$ cat config.mk
export PLATFORM = sky130hd
export DESIGN_NAME = edge_gap_conditioner
export DESIGN_NICKNAME = d
export VERILOG_FILES = /design/src/rtl/edge_gap_pkg.sv /design/src/rtl/edge_gap_path.sv /design/src/rtl/edge_gap_ctrl.sv /design/src/rtl/edge_gap_conditioner.sv
export SDC_FILE = /design/constraint.sdc
export NUM_CORES = 1
export LEC_CHECK = 0
export BUFFER_PORTS_ARGS = -buffer_cell sky130_fd_sc_hd__clkbuf_2
export CORE_AREA = 2 2 39 41
export CTS_CLUSTER_DIAMETER = 150
export CTS_CLUSTER_SIZE = 30
export DETAILED_ROUTE_END_ITERATION = 6
export DIE_AREA = 0 0 41 43
export GPL_TIMING_DRIVEN = 0
export PLACE_DENSITY = 0.54
export SETUP_SLACK_MARGIN = 0.02
export SLEW_MARGIN = 20
export SYNTH_ARGS = -nofsm -noshare
export SYNTH_HDL_FRONTEND = slang
export SYNTH_SLANG_ARGS = --single-unit
$ cat constraint.sdc
create_clock -name clk -period 1.54 [get_ports clk]
set_clock_uncertainty 0.05 [all_clocks]
set_input_delay 0.308 -clock clk [delete_from_list [all_inputs] [get_ports clk]]
set_output_delay 0.308 -clock clk [all_outputs]
set_load 0.03 [all_outputs]
$ cat src/rtl/edge_gap_pkg.sv
package edge_gap_pkg;

  // Strobes from control to datapath; at most one action group per cycle
  typedef struct packed {
    logic clearAll;   // force idle level, empty the hold-off
    logic reload;     // start a fresh hold-off window
    logic countDown;  // one tick of hold-off consumed
    logic flip;       // toggle the output level
  } holdStrobe_t;

endpackage

$ cat src/rtl/edge_gap_path.sv
module edge_gap_path
  import edge_gap_pkg::*;
#(
  parameter int HOLD_TICKS  = 10,
  parameter int SYNC_STAGES = 2
) (
  input  logic        clk,
  input  logic        rstN,
  input  logic        rawBit,
  input  holdStrobe_t stb,
  output logic        syncBit,
  output logic        holdZero,
  output logic        dataOut
);

  localparam int CNT_W = (HOLD_TICKS > 2) ? $clog2(HOLD_TICKS) : 1;
  localparam logic [CNT_W-1:0] RELOAD = CNT_W'(HOLD_TICKS - 1);

  logic [CNT_W-1:0] holdCnt;

  // Synchronizer chain, idle level high
  generate
    if (SYNC_STAGES >= 2) begin : gSyncChain
      logic [SYNC_STAGES-1:0] syncChain;
      always_ff @(posedge clk or negedge rstN) begin
        if (!rstN) syncChain <= '1;
        else       syncChain <= {syncChain[SYNC_STAGES-2:0], rawBit};
      end
      assign syncBit = syncChain[SYNC_STAGES-1];
    end else begin : gSyncSingle
      logic syncFf;
      always_ff @(posedge clk or negedge rstN) begin
        if (!rstN) syncFf <= 1'b1;
        else       syncFf <= rawBit;
      end
      assign syncBit = syncFf;
    end
  endgenerate

  // Hold-off counter: ticks left before the next edge is allowed
  always_ff @(posedge clk or negedge rstN) begin
    if (!rstN)              holdCnt <= '0;
    else if (stb.clearAll)  holdCnt <= '0;
    else if (stb.reload)    holdCnt <= RELOAD;
    else if (stb.countDown) holdCnt <= holdCnt - 1'b1;
  end

  assign holdZero = (holdCnt == '0);

  // Output level register
  always_ff @(posedge clk or negedge rstN) begin
    if (!rstN)             dataOut <= 1'b1;
    else if (stb.clearAll) dataOut <= 1'b1;
    else if (stb.flip)     dataOut <= ~dataOut;
  end

  // a running hold-off freezes the output
  assert_hold_freezes_R2: assert property (@(posedge clk) disable iff (!rstN)
    (($past(holdCnt) != '0) && !$past(stb.clearAll)) |-> $stable(dataOut));

  // every edge leaves a full window behind it
  assert_edge_reloads_R2: assert property (@(posedge clk) disable iff (!rstN)
    ((dataOut != $past(dataOut)) && !$past(stb.clearAll)) |-> (holdCnt == RELOAD));

endmodule

$ cat src/rtl/edge_gap_ctrl.sv
module edge_gap_ctrl
  import edge_gap_pkg::*;
(
  input  logic        clk,
  input  logic        rstN,
  input  logic        armed,
  input  logic        tickEn,
  input  logic        syncBit,
  input  logic        holdZero,
  input  logic        dataOut,
  output holdStrobe_t stb
);

  always_comb begin
    stb = '0;
    if (!armed) begin
      stb.clearAll = 1'b1;
    end else if (tickEn) begin
      if (!holdZero) begin
        stb.countDown = 1'b1;
      end else if (syncBit != dataOut) begin
        stb.flip   = 1'b1;
        stb.reload = 1'b1;
      end
    end
  end

  // armed output edges only on ticks with an empty hold-off
  assert_edge_on_tick_R1: assert property (@(posedge clk) disable iff (!rstN)
    ($past(armed) && (dataOut != $past(dataOut))) |-> ($past(tickEn) && $past(holdZero)));

  // an eligible tick with differing input copies the input
  assert_follow_input_R3: assert property (@(posedge clk) disable iff (!rstN)
    ($past(armed) && $past(tickEn) && $past(holdZero) && ($past(syncBit) != $past(dataOut)))
      |-> (dataOut == $past(syncBit)));

  // disarmed means idle high
  assert_idle_high_R6: assert property (@(posedge clk) disable iff (!rstN)
    !$past(armed) |-> dataOut);

endmodule

$ cat src/rtl/edge_gap_conditioner.sv
module edge_gap_conditioner
  import edge_gap_pkg::*;
#(
  parameter int HOLD_TICKS  = 10,
  parameter int SYNC_STAGES = 2
) (
  input  logic clk,
  input  logic rstN,
  input  logic tickEn,
  input  logic armed,
  input  logic rawBit,
  output logic dataOut
);

  holdStrobe_t stb;
  logic        syncBit;
  logic        holdZero;

  edge_gap_ctrl i_ctrl (
    .clk      (clk),
    .rstN     (rstN),
    .armed    (armed),
    .tickEn   (tickEn),
    .syncBit  (syncBit),
    .holdZero (holdZero),
    .dataOut  (dataOut),
    .stb      (stb)
  );

  edge_gap_path #(
    .HOLD_TICKS  (HOLD_TICKS),
    .SYNC_STAGES (SYNC_STAGES)
  ) i_path (
    .clk      (clk),
    .rstN     (rstN),
    .rawBit   (rawBit),
    .stb      (stb),
    .syncBit  (syncBit),
    .holdZero (holdZero),
    .dataOut  (dataOut)
  );

endmodule

==> summary.txt, run 1 <==
Setup path
  • Crit Path Max Fanout: 7
  • Critical Path RT: 1.66 ns
  • Critical Path Start Type: register
  • Critical path type: reg -> reg
  • Crit path max-delay family: flip-flops
  • WP data arrival: 1.61 ns
  • Critical path, cell by cell: inv_2, ha_2, nor3b_4, buf_6, buf_4, a311o_1
  • WP buf/inv: 3
  • Worst path max stage delay: 0.38 ns
  • Worst Setup End Kind: register
  • Slowest cell on crit path: dfrtp_1

Logic synthesis
  • Post-Syn Area: 374 um2
  • Mean Syn Cell Area: 11.3 um2
  • Largest area contributor in the netlist: dfrtp_1
  • Prevailing post-synth register cell: dfrtp_1
  • Yosys warns: 0
  • Post-synth top area share: 26.8%
  • #FFs+latches synth: 7
  • Post-synth ARST share: 100%
  • Sequential-to-total area share from yosys stat: between 40 and 50%
  • Synth unique cells: 21
  • Syn Nets: 40
  • Post-synth EDFFs: 0
  • Top post-synthesis cells by area: dfrtp_1 (27%), dfstp_2 (21%), ha_1 (6.7%), nor3b_4 (5.0%), a21boi_1 (4.0%)
  • Post-Synthesis Cells: 33

Timing
  • Final min period: 1.49 ns
  • Slew of the pin with the lowest slew margin: just over 0.3 ns
  • Final setup vio count: 0
  • Hold WS: 0.0910 ns
  • Rel. slew slack: 79.6%
  • Fmax: 669 MHz
  • Final Hold Viols: 0
  • Slew Viols, Final: 0
  • Tcrit/Tclk final: 97.0%
  • RSZ-0062 raised after global routing: no

Drt
  • Routed wire length: 727 um
  • Vias per Instance: ~4.7
  • Routed len/inst: around 12 um
  • DR pass1 iterations: 3
  • DRC Markers: 0
  • Via Count: 294
  • DRT iter0 DRCs: 8
  • Post-route ant nets: 0

Global route
  • Initial antenna violation count: 0
  • Largest net degree at the start of global routing: 10
  • Grt total ovfl: 0
  • GRT Resource Usage Total: 10.1%
  • First-pass GRT wire length: 1.15 mm
  • Vias in the first global route: 283

Die
  • I/O pins: 6
  • Core area: between 1000 and 1500 um2
  • Die height: 43 um
  • Die W: 41 um
  • Starting Density: 27.0%
  • Die area: roughly 1800 um2
  • Row count: 14

Power and ir drop
  • VDD IR-drop max: 0.000737 V
  • LEAKAGE: 0.226 nW
  • Pwr Density: between 1500 and 2000 nW/um2

Layout
  • Layout area overhead: 34.4%
  • Ratio of cells with drive above 1 in the final layout: 51.1%
  • Non-filler cells, final: 63
  • Final net count: 55
  • Ant diodes: 0
  • Final Cell Area: 503 um2
  • Fillers: roughly 140

CTS
  • CTS tree: done
  • Clk buf depth: 2
  • Clk sinks: 7
  • Cts bufs inserted: 3
  • Insertion delay to the later sink of the worst-skew pair: 0.25 ns
  • Clock Pin Slew Worst Setup and Hold Paths: 0.06 ns
  • Root Buffer: clkbuf_4
  • Htree depth: 1

Run
  • Max Cap Viol: 0

Place
  • DP HPWL: 462 um
  • GPL Wtd Cong: 0.684
  • Post-DP Area: 414 um2
  • Port bufs: 4
  • Placed insts: between 50 and 60

Run status
  • Outcome: completed

Min path
  • Worst Hold Class: in -> reg
==> routing by layer <==
metal	vias to the layer above	GRT usage (%)	wire length, um
met1	142	11.7	336
met3	0	5.24	35
met5	-	0	0
met4	0	6.67	0
met2	7	13.8	355
li1	145	-	-
==> synth_stat cells (all sizes together) (2+ instances only) <==
| cell | instances |
|---|---|
| ha | 2 |
| nand2 | 3 |
| dfstp | 3 |
| nor2 | 2 |
| a21boi | 2 |
| dfrtp | 4 |
| nor3b | 2 |
| inv | 3 |
==> stage by stage <==
step / TNS [ns] / total power, mW / setup slack (ns) / util (%)
global placement: -0.0431 / 0.550 / -0.0318 / 29.9
CTS: 0 / 0.776 / 0.0312 / 34.4
finish: 0 / 0.854 / 0.0458 / 36.3
detailed placement: -0.116 / 0.552 / -0.0587 / 29.9
global route: 0 / 0.914 / 0.00380 / 36.3
floorplan: 0 / 0.493 / 0.105 / -
==> cell families after synthesis <==
group / Yosys count / share of synthesized area [%]
AO/OA/AOI/OAI: 7 / 15.0
XOR/XNOR: 1 / 2.34
adder cells (fa/ha/maj): 2 / 6.69
buffers and inverters: 4 / 4.35
flip-flops: 7 / 47.8
multiplexers: 1 / 2.68
AND/OR/NAND/NOR: 11 / 21.1
==> layout make-up <==
type	count	area, um2	share of cell area (%)
clock buffer	4	26.3	5.22
tap	16	20.0	3.98
multi-input combinational	22	190	37.8
inverter	3	11.3	2.24
sequential	7	179	35.6
buffer	1	5.00	0.995
timing repair buffer	10	71.3	14.2
==> worst reg2reg max path: stages (launching register included) <==
cell,delay [ns]
dfrtp_1,0.38
inv_2,0.05
ha_2,0.18
nor3b_4,0.14
buf_6,0.13
buf_4,0.13
a311o_1,0.34
==> cell usage in the layout (no fill, tap or decap), drive strengths merged <==
| master | Yosys | layout |
|---|---|---|
| a21oi | 1 | 1 |
| nor2 | 2 | 2 |
| inv | 3 | 3 |
| nand3 | 1 | 1 |
| mux2i | 1 | 1 |
| o22ai | 1 | 1 |
| xnor2 | 1 | 1 |
| and3 | 1 | 1 |
| a311o | 1 | 1 |
| o31a | 1 | 1 |
| or3 | 1 | 1 |
| nor3b | 2 | 2 |
| buf | 0 | 5 |
| dfstp | 3 | 3 |
| nor4b | 1 | 1 |
| ha | 2 | 2 |
| o221a | 1 | 1 |
| nand2 | 3 | 3 |
| a21boi | 2 | 2 |
| dfrtp | 4 | 4 |
| dlygate4sd3 | 0 | 1 |
| clkbuf | 1 | 9 |
==> what timing repair did <==
action | in CTS | in global routing
endpoints found under the setup margin | 3 | 3
pin swaps | 0 | 2
setup buffers | 3 | 2
gates cloned | 0 | 0
hold buffers | 1 | 0
hold endpoints to repair | 4 | 0
gates resized for setup | 2 | 4
==> power breakdown <==
part,switching (mW),internal [mW],total [mW],leakage [nW]
sequential,0.0420,0.235,0.277,0.0848
clock,0.0698,0.0990,0.169,0.0150
combinational,0.188,0.221,0.409,0.126
total,0.299,0.555,0.854,0.226
==> state kept, by name, summed over array words and instances, names as in the netlist <==
| register | flops |
|---|---|
| i_path.gSyncChain.syncChain | 2 |
| i_path.holdCnt | 4 |
| i_path.dataOut | 1 |
==> worst paths after layout <==
check                                                          from                                       end  slack (ns)  cells after the start
setup / recovery                      i_path.holdCnt[0]$_DFFE_PN0P_                i_path.dataOut$_DFFE_PN1P_        0.05                      6
hold / removal                                               rawBit  i_path.gSyncChain.syncChain[0]$_DFF_PN1_        0.09                      1
setup reg to reg                      i_path.holdCnt[0]$_DFFE_PN0P_                i_path.dataOut$_DFFE_PN1P_        0.05                      6
hold reg to reg            i_path.gSyncChain.syncChain[0]$_DFF_PN1_  i_path.gSyncChain.syncChain[1]$_DFF_PN1_        0.31                      0
max in group asynchronous                                      rstN  i_path.gSyncChain.syncChain[1]$_DFF_PN1_        0.84                      2
min in group asynchronous                                      rstN             i_path.holdCnt[0]$_DFFE_PN0P_        0.36                      2
Note: power is estimated with default switching activity, not from simulation.
==> inputs of run 2 (changes only) <==
RECOVER_POWER = 100   (was default)
==> summary.txt, run 2 (synthesis gave the netlist of run 1 again) <==
Setup path
  • Critical path, cell by cell: inv_2, ha_2, nor3b_4, buf_6, buf_4, a311o_1
  • FF-to-FF Start: i_path.holdCnt[0]$_DFFE_PN0P_
  • CP Depth: 6 (unchanged)
  • WP data arrival: 1.61 ns (about the same)
  • WP buf/inv: 3 (unchanged)
  • Crit path from: i_path.holdCnt[0]$_DFFE_PN0P_
  • Worst path max stage delay: 0.38 ns (about the same)
  • Crit Path Max Fanout: 7 (unchanged)
  • Critical Path RT: 1.66 ns (about the same)
  • R2R Setup Slk: 0.05 ns (about the same)
  • Worst Setup End Kind: register
  • Crit path max-delay family: flip-flops
  • Critical path type: reg -> reg
  • Slowest cell on crit path: dfrtp_1
  • Worst-case reg-to-reg path depth: 6 (unchanged)
  • R2r endpoint: i_path.dataOut$_DFFE_PN1P_
  • Critical Path Start Type: register
  • Critical path endpoint: i_path.dataOut$_DFFE_PN1P_

Layout
  • Fillers: 137 (unchanged)
  • Layout area overhead: 34.1%
  • Commonest cells after routing, fill and taps aside: clkbuf_2 (4), clkbuf_4 (4), dfrtp_1 (4), nand2_1 (3), buf_4 (3)
  • Ant diodes: 0 (unchanged)
  • Largest register FFs: 4 (unchanged)
  • Final net count: 55 (unchanged)
  • Reg with most FFs: i_path.holdCnt
  • Top flop regs: i_path.holdCnt x4, i_path.gSyncChain.syncChain x2, i_path.dataOut x1
  • Ratio of cells with drive above 1 in the final layout: 46.8% (-4.3 points)

Global route
  • Largest net degree at the start of global routing: 10 (unchanged)
  • GRT Resource Usage Total: 10.1% (unchanged)
  • Grt total ovfl: 0 (unchanged)
  • Initial antenna violation count: 0 (unchanged)
  • First-pass GRT wire length: 1.15 mm (unchanged)
  • Vias in the first global route: 283 (unchanged)

Drt
  • Via Count: 294 (unchanged)
  • DRC Markers: 0 (unchanged)
  • Vias per Instance: 4.67 (unchanged)
  • Routed wire length: 726 um (-0.14%)
  • Metal-1 WL: 334 um (-0.60%)
  • Routed len/inst: 11.5 um (-0.14%)
  • WL met3: 35 um (unchanged)
  • DRT iter0 DRCs: 8 (unchanged)
  • Metal2 WL: 355 um (unchanged)
  • Post-route ant nets: 0 (unchanged)
  • Uppermost routed layer: met3
  • DR pass1 iterations: 3 (unchanged)

Place
  • Port bufs: 4 (unchanged)
  • DP HPWL: 462 um (unchanged)
  • GPL Wtd Cong: 0.684 (unchanged)

Timing
  • Setup_tns: 0 ns (unchanged)
  • Final Hold Viols: 0 (unchanged)
  • Slew Viols, Final: 0 (unchanged)
  • RSZ-0062 raised after global routing: no
  • Final setup vio count: 0 (unchanged)
  • Slew of the pin with the lowest slew margin: 0.368 ns (+0.0635 ns)
  • Fmax: 670 MHz (+0.16%)
  • Tcrit/Tclk final: 96.9% (-0.16 points)
  • Rel. slew slack: 75.5% (-4.1 points)
  • Hold WS: 0.0912 ns (+0.000132 ns)
  • Final min period: 1.49 ns (-0.00246 ns)

Die
  • Starting Density: 27.0% (unchanged)
  • I/O pins: 6 (unchanged)
  • Die area: 1760 um2 (unchanged)
  • Row count: 14 (unchanged)
  • Die height: 43 um (unchanged)
  • Core area: 1380 um2 (unchanged)
  • Die W: 41 um (unchanged)

CTS
  • Clk sinks: 7 (unchanged)
  • Cts bufs inserted: 3 (unchanged)
  • Insertion delay to the later sink of the worst-skew pair: 0.25 ns (about the same)
  • Htree depth: 1 (unchanged)
  • CTS tree: done
  • Clk buf depth: 2 (unchanged)
  • Clock Pin Slew Worst Setup and Hold Paths: 0.06 ns (about the same)
  • Root Buffer: clkbuf_4

Run status
  • Outcome: completed

Run
  • Max Cap Viol: 0 (unchanged)

Power and ir drop
  • Pwr Density: 1690 nW/um2 (-0.24%)
  • Power, Total: 0.850 mW (-0.49%)
  • LEAKAGE: 0.221 nW (-2.0%)
  • VDD IR-drop max: 0.000726 V (-1.5%)

Min path
  • Worst Hold Class: in -> reg
==> run 2: worst min-delay path by stage <==
stage	cells past startpoint	endpoint	startpoint	slack, ns
6_report	1	i_path.gSyncChain.syncChain[0]$_DFF_PN1_	rawBit	0.09
3_3_place_gp	1	i_path.holdCnt[0]$_DFFE_PN0P_	rstN	0.1
5_1_grt	1	i_path.gSyncChain.syncChain[0]$_DFF_PN1_	rawBit	0.07
2_1_floorplan	0	i_path.holdCnt[0]$_DFFE_PN0P_	rstN	-0.04
3_5_place_dp	1	i_path.holdCnt[0]$_DFFE_PN0P_	rstN	0.1
4_1_cts	1	i_path.gSyncChain.syncChain[0]$_DFF_PN1_	rawBit	0.08
==> run 2: layer usage <==
layer / vias up / track usage, %
met2: 7 / 13.8
met3: 0 / 5.24
met5: - / 0
met1: 142 / 11.7
met4: 0 / 6.67
li1: 145 / -
==> run 2: repair_timing <==
action | CTS | global route
setup buffers | 3 | 2
hold buffers | 1 | 0
endpoints found under the hold margin | 4 | 0
gates resized for setup | 2 | 4
setup endpoints to repair | 3 | 3
pin swaps | 0 | 2
cloned | 0 | 0
==> run 2: report_power, final <==
| part | switching (mW) | internal (mW) | leakage [nW] |
|---|---|---|---|
| Clock | 0.0698 | 0.0990 | 0.0150 |
| Combinational | 0.187 | 0.220 | 0.123 |
| Sequential | 0.0417 | 0.232 | 0.0837 |
==> run 2: area by class of cell <==
cell class,count,area [um2],area share (%)
well taps,16,20.0,3.99
multi-input cells,22,190,37.9
repair buffers,10,70.1,14.0
plain buffers,1,5.00,0.998
inverters,3,11.3,2.24
clock buffers,4,26.3,5.24
flip-flops and latches,7,179,35.7
==> run 2: metrics by stage <==
stage	instances	area, um2	utilization, %	setup slack (ns)
CTS	61	475	34.4	0.0312
floorplan	33	374	-	0.105
detailed placement	53	414	29.9	-0.0587
global placement	53	414	29.9	-0.0318
global route	63	502	36.3	0.00374
finish	63	502	36.3	0.0483
